==> config.mk <==
export PLATFORM = sky130hd
export DESIGN_NAME = bru_unit
export DESIGN_NICKNAME = d
export VERILOG_FILES = /design/src/rtl/bru_pkg.sv /design/src/rtl/bru_decode.sv /design/src/rtl/bru_cond.sv /design/src/rtl/bru_target.sv /design/src/rtl/bru_unit.sv
export SDC_FILE = /design/constraint.sdc
export NUM_CORES = 1
export LEC_CHECK = 0
export CORE_MARGIN = 4
export CORE_UTILIZATION = 53
export DETAILED_ROUTE_END_ITERATION = 7
export DONT_BUFFER_PORTS = 1
export GPL_TIMING_DRIVEN = 1
export PLACE_DENSITY = 0.79
export RECOVER_POWER = 50
export SLEW_MARGIN = 15
export SYNTH_ARGS = -nofsm -noshare
export SYNTH_HDL_FRONTEND = slang
export SYNTH_SLANG_ARGS = --single-unit
==> constraint.sdc <==
create_clock -name clk -period 6.8 [get_ports clk]
set_input_delay 0.68 -clock clk [delete_from_list [all_inputs] [get_ports clk]]
set_output_delay 0.68 -clock clk [all_outputs]
set_load 0.02 [all_outputs]
==> src/rtl/bru_pkg.sv <==
package bru_pkg;

    localparam int XLEN     = 32;
    localparam int OPC_W    = 6;
    localparam int OPT_W    = 5;
    localparam int SEL_W    = 5;
    localparam int SUB_W    = 10;
    localparam int LONG_W   = 24;
    localparam int SHORT_W  = 14;
    localparam int INSN_BYTES = 4;

    localparam logic [OPC_W-1:0] OPC_DIRECT = 6'd18;
    localparam logic [OPC_W-1:0] OPC_COND   = 6'd16;
    localparam logic [OPC_W-1:0] OPC_REG    = 6'd19;
    localparam logic [SUB_W-1:0] SUB_TO_LR  = 10'd16;
    localparam logic [SUB_W-1:0] SUB_TO_CTR = 10'd528;

    // Options code bit positions within the 5-bit field (LSB numbering)
    localparam int OPT_NO_COND  = 4;
    localparam int OPT_SENSE    = 3;
    localparam int OPT_NO_DEC   = 2;
    localparam int OPT_ON_ZERO  = 1;
    localparam int OPT_HINT     = 0;

    localparam logic [OPT_W-1:0] OPT_ALWAYS = 5'b10100;

    typedef enum logic [2:0] {
        BK_NONE,
        BK_DIRECT,
        BK_COND,
        BK_TO_LR,
        BK_TO_CTR
    } br_kind_e;

    typedef struct packed {
        br_kind_e          kind;
        logic [OPT_W-1:0]  opt;
        logic [SEL_W-1:0]  sel;
        logic              absolute;
        logic              link;
        logic [XLEN-1:0]   disp;
        logic              bad;
    } br_fields_t;

    typedef struct packed {
        logic              taken;
        logic [XLEN-1:0]   target;
        logic [XLEN-1:0]   ctr_new;
        logic              ctr_we;
        logic              lr_we;
        logic [XLEN-1:0]   lr_data;
        logic              predict;
        logic              illegal;
    } br_result_t;

    function automatic logic [XLEN-1:0] widen_long(input logic [LONG_W-1:0] off);
        return {{(XLEN-LONG_W-2){off[LONG_W-1]}}, off, 2'b00};
    endfunction

    function automatic logic [XLEN-1:0] widen_short(input logic [SHORT_W-1:0] off);
        return {{(XLEN-SHORT_W-2){off[SHORT_W-1]}}, off, 2'b00};
    endfunction

    // Condition bits are numbered from the most significant end
    function automatic logic pick_cr(input logic [XLEN-1:0] cr, input logic [SEL_W-1:0] sel);
        logic [SEL_W-1:0] idx;
        idx = 5'(XLEN-1) - sel;
        return cr[idx];
    endfunction

    function automatic logic [XLEN-1:0] word_align(input logic [XLEN-1:0] v);
        return v & ~XLEN'(INSN_BYTES-1);
    endfunction

endpackage

==> src/rtl/bru_decode.sv <==
module bru_decode
    import bru_pkg::*;
(
    input  logic [XLEN-1:0] insn,
    output br_fields_t      f
);
    logic [OPC_W-1:0] opc;
    logic [SUB_W-1:0] sub;
    logic [4:0]       rsvd;

    assign opc  = insn[31:26];
    assign sub  = insn[10:1];
    assign rsvd = insn[15:11];

    always_comb begin
        f          = '0;
        f.kind     = BK_NONE;
        f.opt      = insn[25:21];
        f.sel      = insn[20:16];
        f.absolute = insn[1];
        f.link     = insn[0];
        case (opc)
            OPC_DIRECT: begin
                f.kind = BK_DIRECT;
                f.opt  = OPT_ALWAYS;
                f.sel  = '0;
                f.disp = widen_long(insn[25:2]);
            end
            OPC_COND: begin
                f.kind = BK_COND;
                f.disp = widen_short(insn[15:2]);
            end
            OPC_REG: begin
                if (rsvd == '0 && sub == SUB_TO_LR)
                    f.kind = BK_TO_LR;
                else if (rsvd == '0 && sub == SUB_TO_CTR)
                    f.kind = BK_TO_CTR;
            end
            default: f.kind = BK_NONE;
        endcase
        f.bad = (f.kind == BK_NONE) ||
                (f.kind == BK_TO_CTR && !f.opt[OPT_NO_DEC]);
    end
endmodule

==> src/rtl/bru_cond.sv <==
module bru_cond
    import bru_pkg::*;
(
    input  br_kind_e         kind,
    input  logic [OPT_W-1:0] opt,
    input  logic [SEL_W-1:0] sel,
    input  logic             bad,
    input  logic [XLEN-1:0]  ctr,
    input  logic [XLEN-1:0]  cr,
    output logic             dec,
    output logic [XLEN-1:0]  ctr_next,
    output logic             go
);
    logic ctr_zero;
    logic ctr_ok;
    logic cond_ok;

    always_comb begin
        dec      = !bad && !opt[OPT_NO_DEC] &&
                   (kind == BK_COND || kind == BK_TO_LR);
        ctr_next = dec ? ctr - XLEN'(1) : ctr;
        ctr_zero = (ctr_next == '0);
        ctr_ok   = opt[OPT_NO_DEC] || (ctr_zero == opt[OPT_ON_ZERO]);
        cond_ok  = opt[OPT_NO_COND] || (pick_cr(cr, sel) == opt[OPT_SENSE]);
        go       = !bad && ctr_ok && cond_ok;
    end
endmodule

==> src/rtl/bru_target.sv <==
module bru_target
    import bru_pkg::*;
(
    input  br_kind_e        kind,
    input  logic            always_br,
    input  logic            hint,
    input  logic            absolute,
    input  logic [XLEN-1:0] disp,
    input  logic [XLEN-1:0] pc,
    input  logic [XLEN-1:0] ctr,
    input  logic [XLEN-1:0] lr,
    output logic [XLEN-1:0] dest,
    output logic [XLEN-1:0] ret_addr,
    output logic            guess
);
    logic [XLEN-1:0] imm_dest;

    always_comb begin
        imm_dest = absolute ? disp : pc + disp;
        ret_addr = pc + XLEN'(INSN_BYTES);
        case (kind)
            BK_DIRECT: begin
                dest  = imm_dest;
                guess = 1'b1;
            end
            BK_COND: begin
                dest  = imm_dest;
                guess = always_br ? 1'b1 : (disp[XLEN-1] ^ hint);
            end
            BK_TO_LR: begin
                dest  = word_align(lr);
                guess = always_br ? 1'b1 : hint;
            end
            BK_TO_CTR: begin
                dest  = word_align(ctr);
                guess = always_br ? 1'b1 : hint;
            end
            default: begin
                dest  = ret_addr;
                guess = 1'b0;
            end
        endcase
    end
endmodule

==> src/rtl/bru_unit.sv <==
module bru_unit
    import bru_pkg::*;
(
    input  logic            clk,
    input  logic            rst,
    input  logic            in_valid,
    input  logic [XLEN-1:0] insn,
    input  logic [XLEN-1:0] pc,
    input  logic [XLEN-1:0] ctr,
    input  logic [XLEN-1:0] lr,
    input  logic [XLEN-1:0] cr,
    output logic            out_valid,
    output logic            taken,
    output logic [XLEN-1:0] target,
    output logic [XLEN-1:0] ctr_new,
    output logic            ctr_we,
    output logic            lr_we,
    output logic [XLEN-1:0] lr_data,
    output logic            predict,
    output logic            illegal
);
    br_fields_t      f;
    br_result_t      nxt;
    br_result_t      res;
    logic            dec;
    logic            go;
    logic            guess;
    logic [XLEN-1:0] ctr_next;
    logic [XLEN-1:0] dest;
    logic [XLEN-1:0] ret_addr;
    logic            valid_q;

    bru_decode u_decode (
        .insn (insn),
        .f    (f)
    );

    bru_cond u_cond (
        .kind     (f.kind),
        .opt      (f.opt),
        .sel      (f.sel),
        .bad      (f.bad),
        .ctr      (ctr),
        .cr       (cr),
        .dec      (dec),
        .ctr_next (ctr_next),
        .go       (go)
    );

    bru_target u_target (
        .kind      (f.kind),
        .always_br (f.opt[OPT_NO_COND] & f.opt[OPT_NO_DEC]),
        .hint      (f.opt[OPT_HINT]),
        .absolute  (f.absolute),
        .disp      (f.disp),
        .pc        (pc),
        .ctr       (ctr),
        .lr        (lr),
        .dest      (dest),
        .ret_addr  (ret_addr),
        .guess     (guess)
    );

    always_comb begin
        nxt.taken   = go;
        nxt.target  = dest;
        nxt.ctr_new = ctr_next;
        nxt.ctr_we  = dec;
        nxt.lr_we   = f.link && !f.bad;
        nxt.lr_data = ret_addr;
        nxt.predict = guess && !f.bad;
        nxt.illegal = f.bad;
    end

    always_ff @(posedge clk) begin
        if (rst) begin
            valid_q <= 1'b0;
            res     <= '0;
        end else begin
            valid_q <= in_valid;
            if (in_valid) begin
                res <= nxt;
            end else begin
                res.taken   <= 1'b0;
                res.ctr_we  <= 1'b0;
                res.lr_we   <= 1'b0;
                res.illegal <= 1'b0;
            end
        end
    end

    assign out_valid = valid_q;
    assign taken     = res.taken;
    assign target    = res.target;
    assign ctr_new   = res.ctr_new;
    assign ctr_we    = res.ctr_we;
    assign lr_we     = res.lr_we;
    assign lr_data   = res.lr_data;
    assign predict   = res.predict;
    assign illegal   = res.illegal;
endmodule

==> results of run 1 <==
==> flip-flops by register name, summed over array words and instances, names as in the netlist <==
signal / cells
lr_we: 1
lr_data: 32
ctr_we: 1
ctr_new: 32
out_valid: 1
taken: 1
illegal: 1
target: 32
predict: 1
==> kinds of logic after synthesis <==
kind of cell,after synthesis
muxes,51
buffers and inverters,91
AOI/OAI and AO/OA,288
and+or+nand+nor,429
DFF,102
adders and majority gates,32
xor gates and xnor gates,74
==> layout by cell type (no fill, tap or decap), types with 8 or more instances in the layout <==
master and instances:
nor4_1 15, and3_1 25, o221ai_1 8, xnor2_1 37
mux2i_1 41, a21o_1 13, a31oi_1 10, or3_1 8
nand3_1 31, xor2_1 37, nand4_1 11, nand2_1 91
nor3_1 38, a21oi_1 72, nand2b_1 11, inv_1 24
clkbuf_16 9, a211oi_1 62, o211ai_1 9, a311oi_1 12
dfxtp_1 102, ha_1 31, nor2b_1 15, o21ai_0 45
nor2_1 148
==> final cells by class <==
type	count	area, um2
Timing Repair Buffer	2	15.0
Fill cell	1411	6360
Multi-Input combinational cell	874	5670
Clock buffer	9	225
Tap cell	184	230
Sequential cell	102	2040
Inverter	24	90.1
Clock inverter	7	66.3
==> metal layers <==
metal	share of wire	track usage	vias up
li1	-	-	3821
met1	0.39	0.385	3645
met3	0.13	0.120	54
met2	0.44	0.494	459
met5	0	0	-
met4	0.035	0.111	0
==> Yosys cell counts (15+ instances only) <==
cell / number / area (um2)
a211oi_1: 62 / 465
a21oi_1: 72 / 360
and3_1: 25 / 156
clkbuf_1: 59 / 221
dfxtp_1: 102 / 2040
ha_1: 31 / 388
inv_1: 24 / 90.1
mux2i_1: 41 / 410
nand2_1: 91 / 342
nand3_1: 31 / 155
nor2_1: 149 / 559
nor2b_1: 15 / 93.8
nor3_1: 38 / 190
nor4_1: 15 / 93.8
o21ai_0: 45 / 225
xnor2_1: 37 / 324
xor2_1: 37 / 324
==> power breakdown <==
| part | internal (mW) | switching, mW | total, mW | leakage, nW |
|---|---|---|---|---|
| Sequential | 0.637 | 0.0818 | 0.719 | 0.846 |
| Clock | 0.258 | 0.272 | 0.530 | 0.138 |
| Combinational | 0.0979 | 0.115 | 0.213 | 2.17 |
==> stage by stage <==
step | util | power, mW | area [um2] | setup WS (ps) | std cells
after floorplan | - | 0.916 | 8070 | 2980 | 1067
after global placement | 0.547 | 0.938 | 8040 | 2120 | 1186
after detailed placement | 0.547 | 0.943 | 8040 | 2090 | 1186
after CTS | 0.567 | 1.46 | 8340 | 2460 | 1202
after global routing | 0.567 | 1.51 | 8340 | 2150 | 1202
final | 0.567 | 1.46 | 8340 | 2400 | 1202
==> how the worst max path moves through the flow <==
stage	from	to	slack, ps	depth (start not counted)
3_3_place_gp	insn[31]	target[30]$_SDFFE_PP0P_	2120	13
4_1_cts	insn[31]	target[31]$_SDFFE_PP0P_	2460	12
2_1_floorplan	insn[10]	target[31]$_SDFFE_PP0P_	2980	13
6_report	insn[31]	target[31]$_SDFFE_PP0P_	2400	12
3_5_place_dp	insn[31]	target[31]$_SDFFE_PP0P_	2090	12
5_1_grt	insn[31]	target[25]$_SDFFE_PP0P_	2150	12
==> summary.txt, run 1 <==
Pin count of the biggest net entering global routing: 173
WHS: 383 ps
Synth Flop Type: dfxtp_1
Critical path, cell by cell: nor4b_4, nand2_1, a21oi_1, ha_1, a21o_1, a31oi_1, o21ai_1, a31o_2, and3_1, a311oi_1, mux2i_1, o211ai_1
Setup CP Type: in2reg
PD cells: 175 nW/um2
Nets: 1208
CP max FO: 22
Final period utilization: 0.648
Worst vdd ir: 0.000125 V
Clock Latency Late Sink: 360 ps
FMAX: 0.227 GHz
TritonCTS clock tree: yes
Initial antenna violation count: 0
Largest delay share family, worst path: compound AO/OA/AOI/OAI gates
EDFF count, synth: 0
Detailed-route via count: 7979
Worst path arrival time: 4650 ps
Initial Util: 0.549
Crit path launch type: primary input
Post_cts resized: 0
CORE AREA: 14700 um2
Post-synthesis adder-cell area fraction: 0.0505
Die Ht: 131 um
Fraction of layout cells with a size suffix above 1: 0.0501
Clk buf depth: 2
Final WL: 28400 um
CTS clock-pin slew for the worst setup and hold paths: 80 ps
Iteration-0 DRC Markers: 705
Worst hold start: rst
H-tree levels: 3
Max incr delay on CP: 750 ps
Final setup fails: 0
Worst hold stages: 1
Synth Area in XOR/XNOR: 0.0803
Max Cap Violations: 0
Root buffer cell: clkbuf_16
Synthesized flop and latch total: 102
Status: finished clean
Synth Area in Compound Gates: 0.239
CTS buffer count: 9
Yosys Warn Count: 0
Detail Placement HPWL: 22000 um
Reg-to-reg endpoint: target[25]$_SDFFE_PP0P_
Global-route wire length before repair: 42400 um
Post-route ant nets: 0
Setup Fix Bufs, Post-CTS: 0
Synth Cell Area: 8070 um2
RSZ-0062 raised after global routing: no
Largest family of logic cells by synthesized area: simple AND/OR/NAND/NOR gates
Synth cell types: 76
Core Rows: 44
Avg WL per Cell: 23.6 um
Slowest CP cell: nor4b_4
Die ar.: 17300 um2
Net count after synthesis: 1262
Slew Limit Headroom: 0.296
Worst-margin pin slew: 1050 ps
Final min period: 4400 ps
Total gr overflow: 0
Hold Violations, Final: 0
Reg2Reg Setup Slack: 5730 ps
Syn avg cell area: 7.56 um2
Crit end category: flop
Synth Instances: 1067
WHS Endpoint: lr_data[27]$_SDFFE_PP0P_
# IOs: 265
Register area share after synthesis: 0.253
Antenna diodes: 0
Hold Path Class: in2reg
Total GRT Usage: 0.311
DR pass1 iterations: 5
Asr flop ratio synth: 0
Vias per cell: 6.64
Pleak: 3.15 nW
Final Slew Violations: 0
Area Growth Syn to Fin: 3.27%
Synth Area in Simple Gates: 0.262
Critical Path RT: 7050 ps
Clock skew: 0 ps
R2R depth: 2
Clock sinks: 102
Routability cong.: 0.955
Fin Setup TNS: 0 ps
Buffers on Ports: 0
Portion of netlist area occupied by mux cells: 0.0704
Vias in the first global route: 7189
DR DRC count: 0
Reg2reg start: target[25]$_SDFFE_PP0P_
Width of the die: 131 um
CP bufs+invs: 0
Hold Buf Count CTS: 0
Note: power is estimated with default switching activity, not from simulation.
==> run 2, diff against run 1 <==
- clock period: 6.8 -> 4.2 ns (I/O delays scaled with it)
==> run 2 against run 1 <==
Net effect:
- cell count increased by 0.92%
- combinational power increased by 63%
- core utilization increased by 0.51 points
- setup slack got worse by 1700 ps
- sequential share of layout area decreased by 0.22 points
- clock-buffer cell count unchanged
- power increased by 62%
- critical endpoint is now target[25]$_SDFFE_PP0P_
- largest power group unchanged
==> summary.txt, run 2 (same netlist as run 1, synthesis figures left out) <==
RSZ-0062 raised after global routing: no
Vias per cell: 6.75
TritonCTS clock tree: yes
Reg2Reg Setup Slack: 3150 ps
Core Rows: 44
Clock Latency Late Sink: 360 ps
Nets: 1218
Clock skew: 0 ps
Worst-margin pin slew: 1090 ps
Total GRT Usage: 0.314
Final Slew Violations: 0
Worst path arrival time: 3750 ps
Avg WL per Cell: 23.6 um
Max incr delay on CP: 440 ps
Pwr Total: 2.37 mW
Clk buf depth: 2
CTS buffer count: 9
Crit-path most repeated cell: and3_1
Setup CP Type: in2reg
Iteration-0 DRC Markers: 771
Hold Path Class: in2reg
Pin count of the biggest net entering global routing: 173
Commonest cells after routing, fill and taps aside: nor2_1 (148), dfxtp_1 (102), nand2_1 (91)
Global-route wire length before repair: 42900 um
Max Cap Violations: 0
Pleak: 3.20 nW
Final core occ: 0.572
Final min period: 3510 ps
Crit path launch type: primary input
Hold Violations, Final: 0
# IOs: 265
Crit end category: flop
Detailed-route via count: 8186
Critical path, cell by cell: nor4b_4, buf_4, and3_1, ha_1, and3_1, and3_1, a311oi_1, o21ai_1, a31oi_1, o21ai_1, xor2_1, a2111oi_0, nor3_1
Root buffer cell: clkbuf_16
Post_cts resized: 0
Buffers on Ports: 0
Detail Placement HPWL: 22200 um
CP bufs+invs: 1
Setup Fix Bufs, Post-CTS: 0
Worst hold stages: 1
Dpl cells: 1196
Vias in the first global route: 7325
Status: finished clean
DR DRC count: 0
DR pass1 iterations: 7
Reg-to-reg endpoint: target[25]$_SDFFE_PP0P_
Critical Path RT: 4440 ps
Fraction of layout cells with a size suffix above 1: 0.0593
Stages on worst setup path: 13
Die ar.: 17300 um2
Width of the die: 131 um
Largest delay share family, worst path: compound AO/OA/AOI/OAI gates
Final period utilization: 0.835
H-tree levels: 3
CTS clock-pin slew for the worst setup and hold paths: 80 ps
Worst vdd ir: 0.000196 V
CP max FO: 13
Slowest CP cell: a311oi_1
Worst hold start: rst
FMAX: 0.285 GHz
Initial antenna violation count: 1
Hold Buf Count CTS: 0
CORE AREA: 14700 um2
Clock sinks: 102
Routability cong.: 0.958
Die Ht: 131 um
Final setup fails: 0
Final WL: 28600 um
Initial Util: 0.549
Fin Setup TNS: 0 ps
Final std cells w/o fill: 1213
Total gr overflow: 0
Post-route ant nets: 0
Slew Limit Headroom: 0.271
Area Growth Syn to Fin: 4.20%
Commonest non-fill, non-tap cell in the layout: nor2_1
R2R depth: 2
Reg2reg start: target[25]$_SDFFE_PP0P_
WHS Endpoint: ctr_new[3]$_SDFFE_PP0P_
PD cells: 281 nW/um2
==> run 2: area by class of cell <==
type                    instances  area [um2]
repair buffers                 12        90.1
diodes                          1        2.50
clock inverters                 7        63.8
well taps                     184         230
clock buffers                   9         225
inverters                      24        90.1
fillers                      1395        6290
flip-flops and latches        102        2040
multi-input cells             874        5670
==> run 2: worst register-to-register path, stage by stage, from the launching register on <==
cell       delay [ps]
dfxtp_1           400
a2111oi_0         430
nor3_1             90
==> run 2: worst max-delay path by stage <==
stage | slack [ps] | to | startpoint
floorplan | 640 | target[31]$_SDFFE_PP0P_ | insn[10]
global placement | 370 | target[31]$_SDFFE_PP0P_ | insn[31]
detailed placement | 360 | target[25]$_SDFFE_PP0P_ | insn[31]
CTS | 740 | target[25]$_SDFFE_PP0P_ | insn[31]
global route | 380 | target[25]$_SDFFE_PP0P_ | insn[31]
finish | 690 | target[25]$_SDFFE_PP0P_ | insn[31]
==> run 2: metal layers <==
| layer | routed length, um | vias to the layer above | GRT usage |
|---|---|---|---|
| met3 | 3930 | 71 | 0.114 |
| li1 | - | 3848 | - |
| met4 | 1060 | 0 | 0.109 |
| met1 | 11000 | 3767 | 0.398 |
| met5 | 0 | - | 0 |
| met2 | 12700 | 500 | 0.498 |
==> run 2: per-stage QoR <==
stage | area, um2 | setup slack, ps | hold slack [ps]
finish | 8410 | 695 | 124
detailed placement | 8120 | 363 | 502
CTS | 8410 | 742 | 119
global route | 8410 | 375 | 113
global placement | 8120 | 371 | 500
floorplan | 8070 | 637 | 517
==> run 2: power by group <==
group	switching (mW)	leakage [nW]	internal [mW]
Sequential	0.131	0.846	1.03
Combinational	0.186	2.22	0.161
Clock	0.439	0.137	0.418
==> run 3, diff against run 2 <==
- PLACE_DENSITY: 0.79 -> 0.82
- clock period: 4.2 -> 3.17 ns (I/O delays scaled with it)
==> run 3 against run 2 <==
Net effect:
- first-iteration DRC count rose by 20%
- clock skew stayed put
- core utilization rose by 3.5 points
- die area is the same
- sequential cell count unchanged
- wire length is 3.4% higher
- non-clock buffer count rose by 54
- setup slack worse by 510 ps
- largest power group unchanged
- combinational power grew 43%
- via count grew 3.7%
- critical endpoint unchanged
- global-route usage is 1.1 points higher
- hold slack worse by 100 ps
==> summary.txt, run 3 (same netlist as run 1, synthesis figures left out) <==
Vias per cell: 6.71
Avg WL per Cell: 23.4 um
Buffers on Ports: 0
Crit end category: flop
Die ar.: 17300 um2
CORE AREA: 14700 um2
Post-route ant nets: 0
Final core occ: 0.607
Total GRT Usage: 0.326
Multi-input logic area: 5770 um2
Root buffer cell: clkbuf_16
PD cells: 353 nW/um2
Register area: 2040 um2
Nets: 1272
Worst path arrival time: 3220 ps
Max incr delay on CP: 390 ps
Area Growth Syn to Fin: 10.5%
Final setup fails: 0
WHS: 23.3 ps
Status: finished clean
Commonest non-fill, non-tap cell in the layout: nor2_1
Global-route wire length before repair: 44800 um
Pleak: 3.48 nW
Critical path, cell by cell: nor4b_4, buf_4, and3_1, ha_1, and3_1, and3_1, a311oi_2, o21ai_2, a31oi_2, o21ai_1, xor2_1, a2111oi_0, nor3_1
Final WL: 29600 um
Antenna diodes: 0
Hold Violations, Final: 0
Core Rows: 44
Die Ht: 131 um
Max Cap Violations: 0
CTS clock-pin slew for the worst setup and hold paths: 80 ps
Final Slew Violations: 0
Pwr Total: 3.15 mW
H-tree levels: 3
Iteration-0 DRC Markers: 924
Final period utilization: 0.941
Width of the die: 131 um
TritonCTS clock tree: yes
Total gr overflow: 0
FMAX: 0.335 GHz
Fill cells: 1338
Clk buf depth: 2
DR pass1 iterations: 6
Clock sinks: 102
Worst vdd ir: 0.000282 V
Commonest cells after routing, fill and taps aside: nor2_1 (147), dfxtp_1 (102), nand2_1 (90)
Hold Buf Count CTS: 0
Detailed-route via count: 8489
R2R depth: 4
Fraction of layout cells with a size suffix above 1: 0.120
Final min period: 2980 ps
Hold Path Class: in2reg
Routability cong.: 0.989
Critical Path RT: 3410 ps
Initial Util: 0.549
Clock skew: 0 ps
Worst-margin pin slew: 986 ps
Setup CP Type: in2reg
Vias in the first global route: 7888
Pin count of the biggest net entering global routing: 173
Detail Placement HPWL: 23000 um
Clock Latency Late Sink: 360 ps
CTS buffer count: 9
Worst hold stages: 1
DR DRC count: 0
Reg2Reg Setup Slack: 2120 ps
Slowest CP cell: a2111oi_0
Crit-path most repeated cell: and3_1
Slew Limit Headroom: 0.340
RSZ-0062 raised after global routing: yes
Crit path launch type: primary input
Initial antenna violation count: 0
CP max FO: 12
# IOs: 265
==> run 3: cell type report <==
type / instances / area share
well taps: 184 / 0.0258
flip-flops and latches: 102 / 0.229
clock buffers: 9 / 0.0253
inverters: 24 / 0.0101
clock inverters: 7 / 0.00617
multi-input cells: 874 / 0.647
repair buffers: 66 / 0.0570
==> run 3: metal layers <==
metal	global-route usage	routed length (um)	vias up	share of wire
li1	-	-	3945	-
met4	0.120	1070	0	0.036
met5	0	0	-	0
met1	0.399	11400	3921	0.39
met2	0.530	13300	552	0.45
met3	0.115	3820	71	0.13
==> run 3: final timing paths <==
path | startpoint | endpoint
setup / recovery | insn[28] | target[25]$_SDFFE_PP0P_
hold / removal | rst | lr_data[28]$_SDFFE_PP0P_
setup reg to reg | target[30]$_SDFFE_PP0P_ | target[30]$_SDFFE_PP0P_
hold reg to reg | target[21]$_SDFFE_PP0P_ | target[21]$_SDFFE_PP0P_
==> run 3: where the power goes <==
group	leakage [nW]	switching, mW	internal, mW
Sequential	0.846	0.176	1.37
Clock	0.133	0.569	0.544
Combinational	2.50	0.257	0.240
==> run 3: stage by stage <==
stage	instances	TNS, ps	cell area, um2	worst slack (ps)
2_1_floorplan	1067	-104	8190	-37.1
5_1_grt	1266	-20.0	8920	-20.0
4_1_cts	1265	0	8890	174
3_3_place_gp	1249	-755	8610	-139
3_5_place_dp	1249	-1380	8610	-203
6_report	1266	0	8920	188
==> run 3: repair_timing <==
item	4_1_cts	5_1_grt
buffers inserted	0	1
resized for setup	0	4
endpoints found under the setup margin	0	6
==> run 3: critical path, delay by kind of cell <==
kind / cells / cell delay (ps)
AO/OA/AOI/OAI: 5 / 1200
XOR/XNOR: 1 / 170
AND/OR/NAND/NOR: 5 / 1010
buffers and inverters: 1 / 250
adder cells (fa/ha/maj): 1 / 270
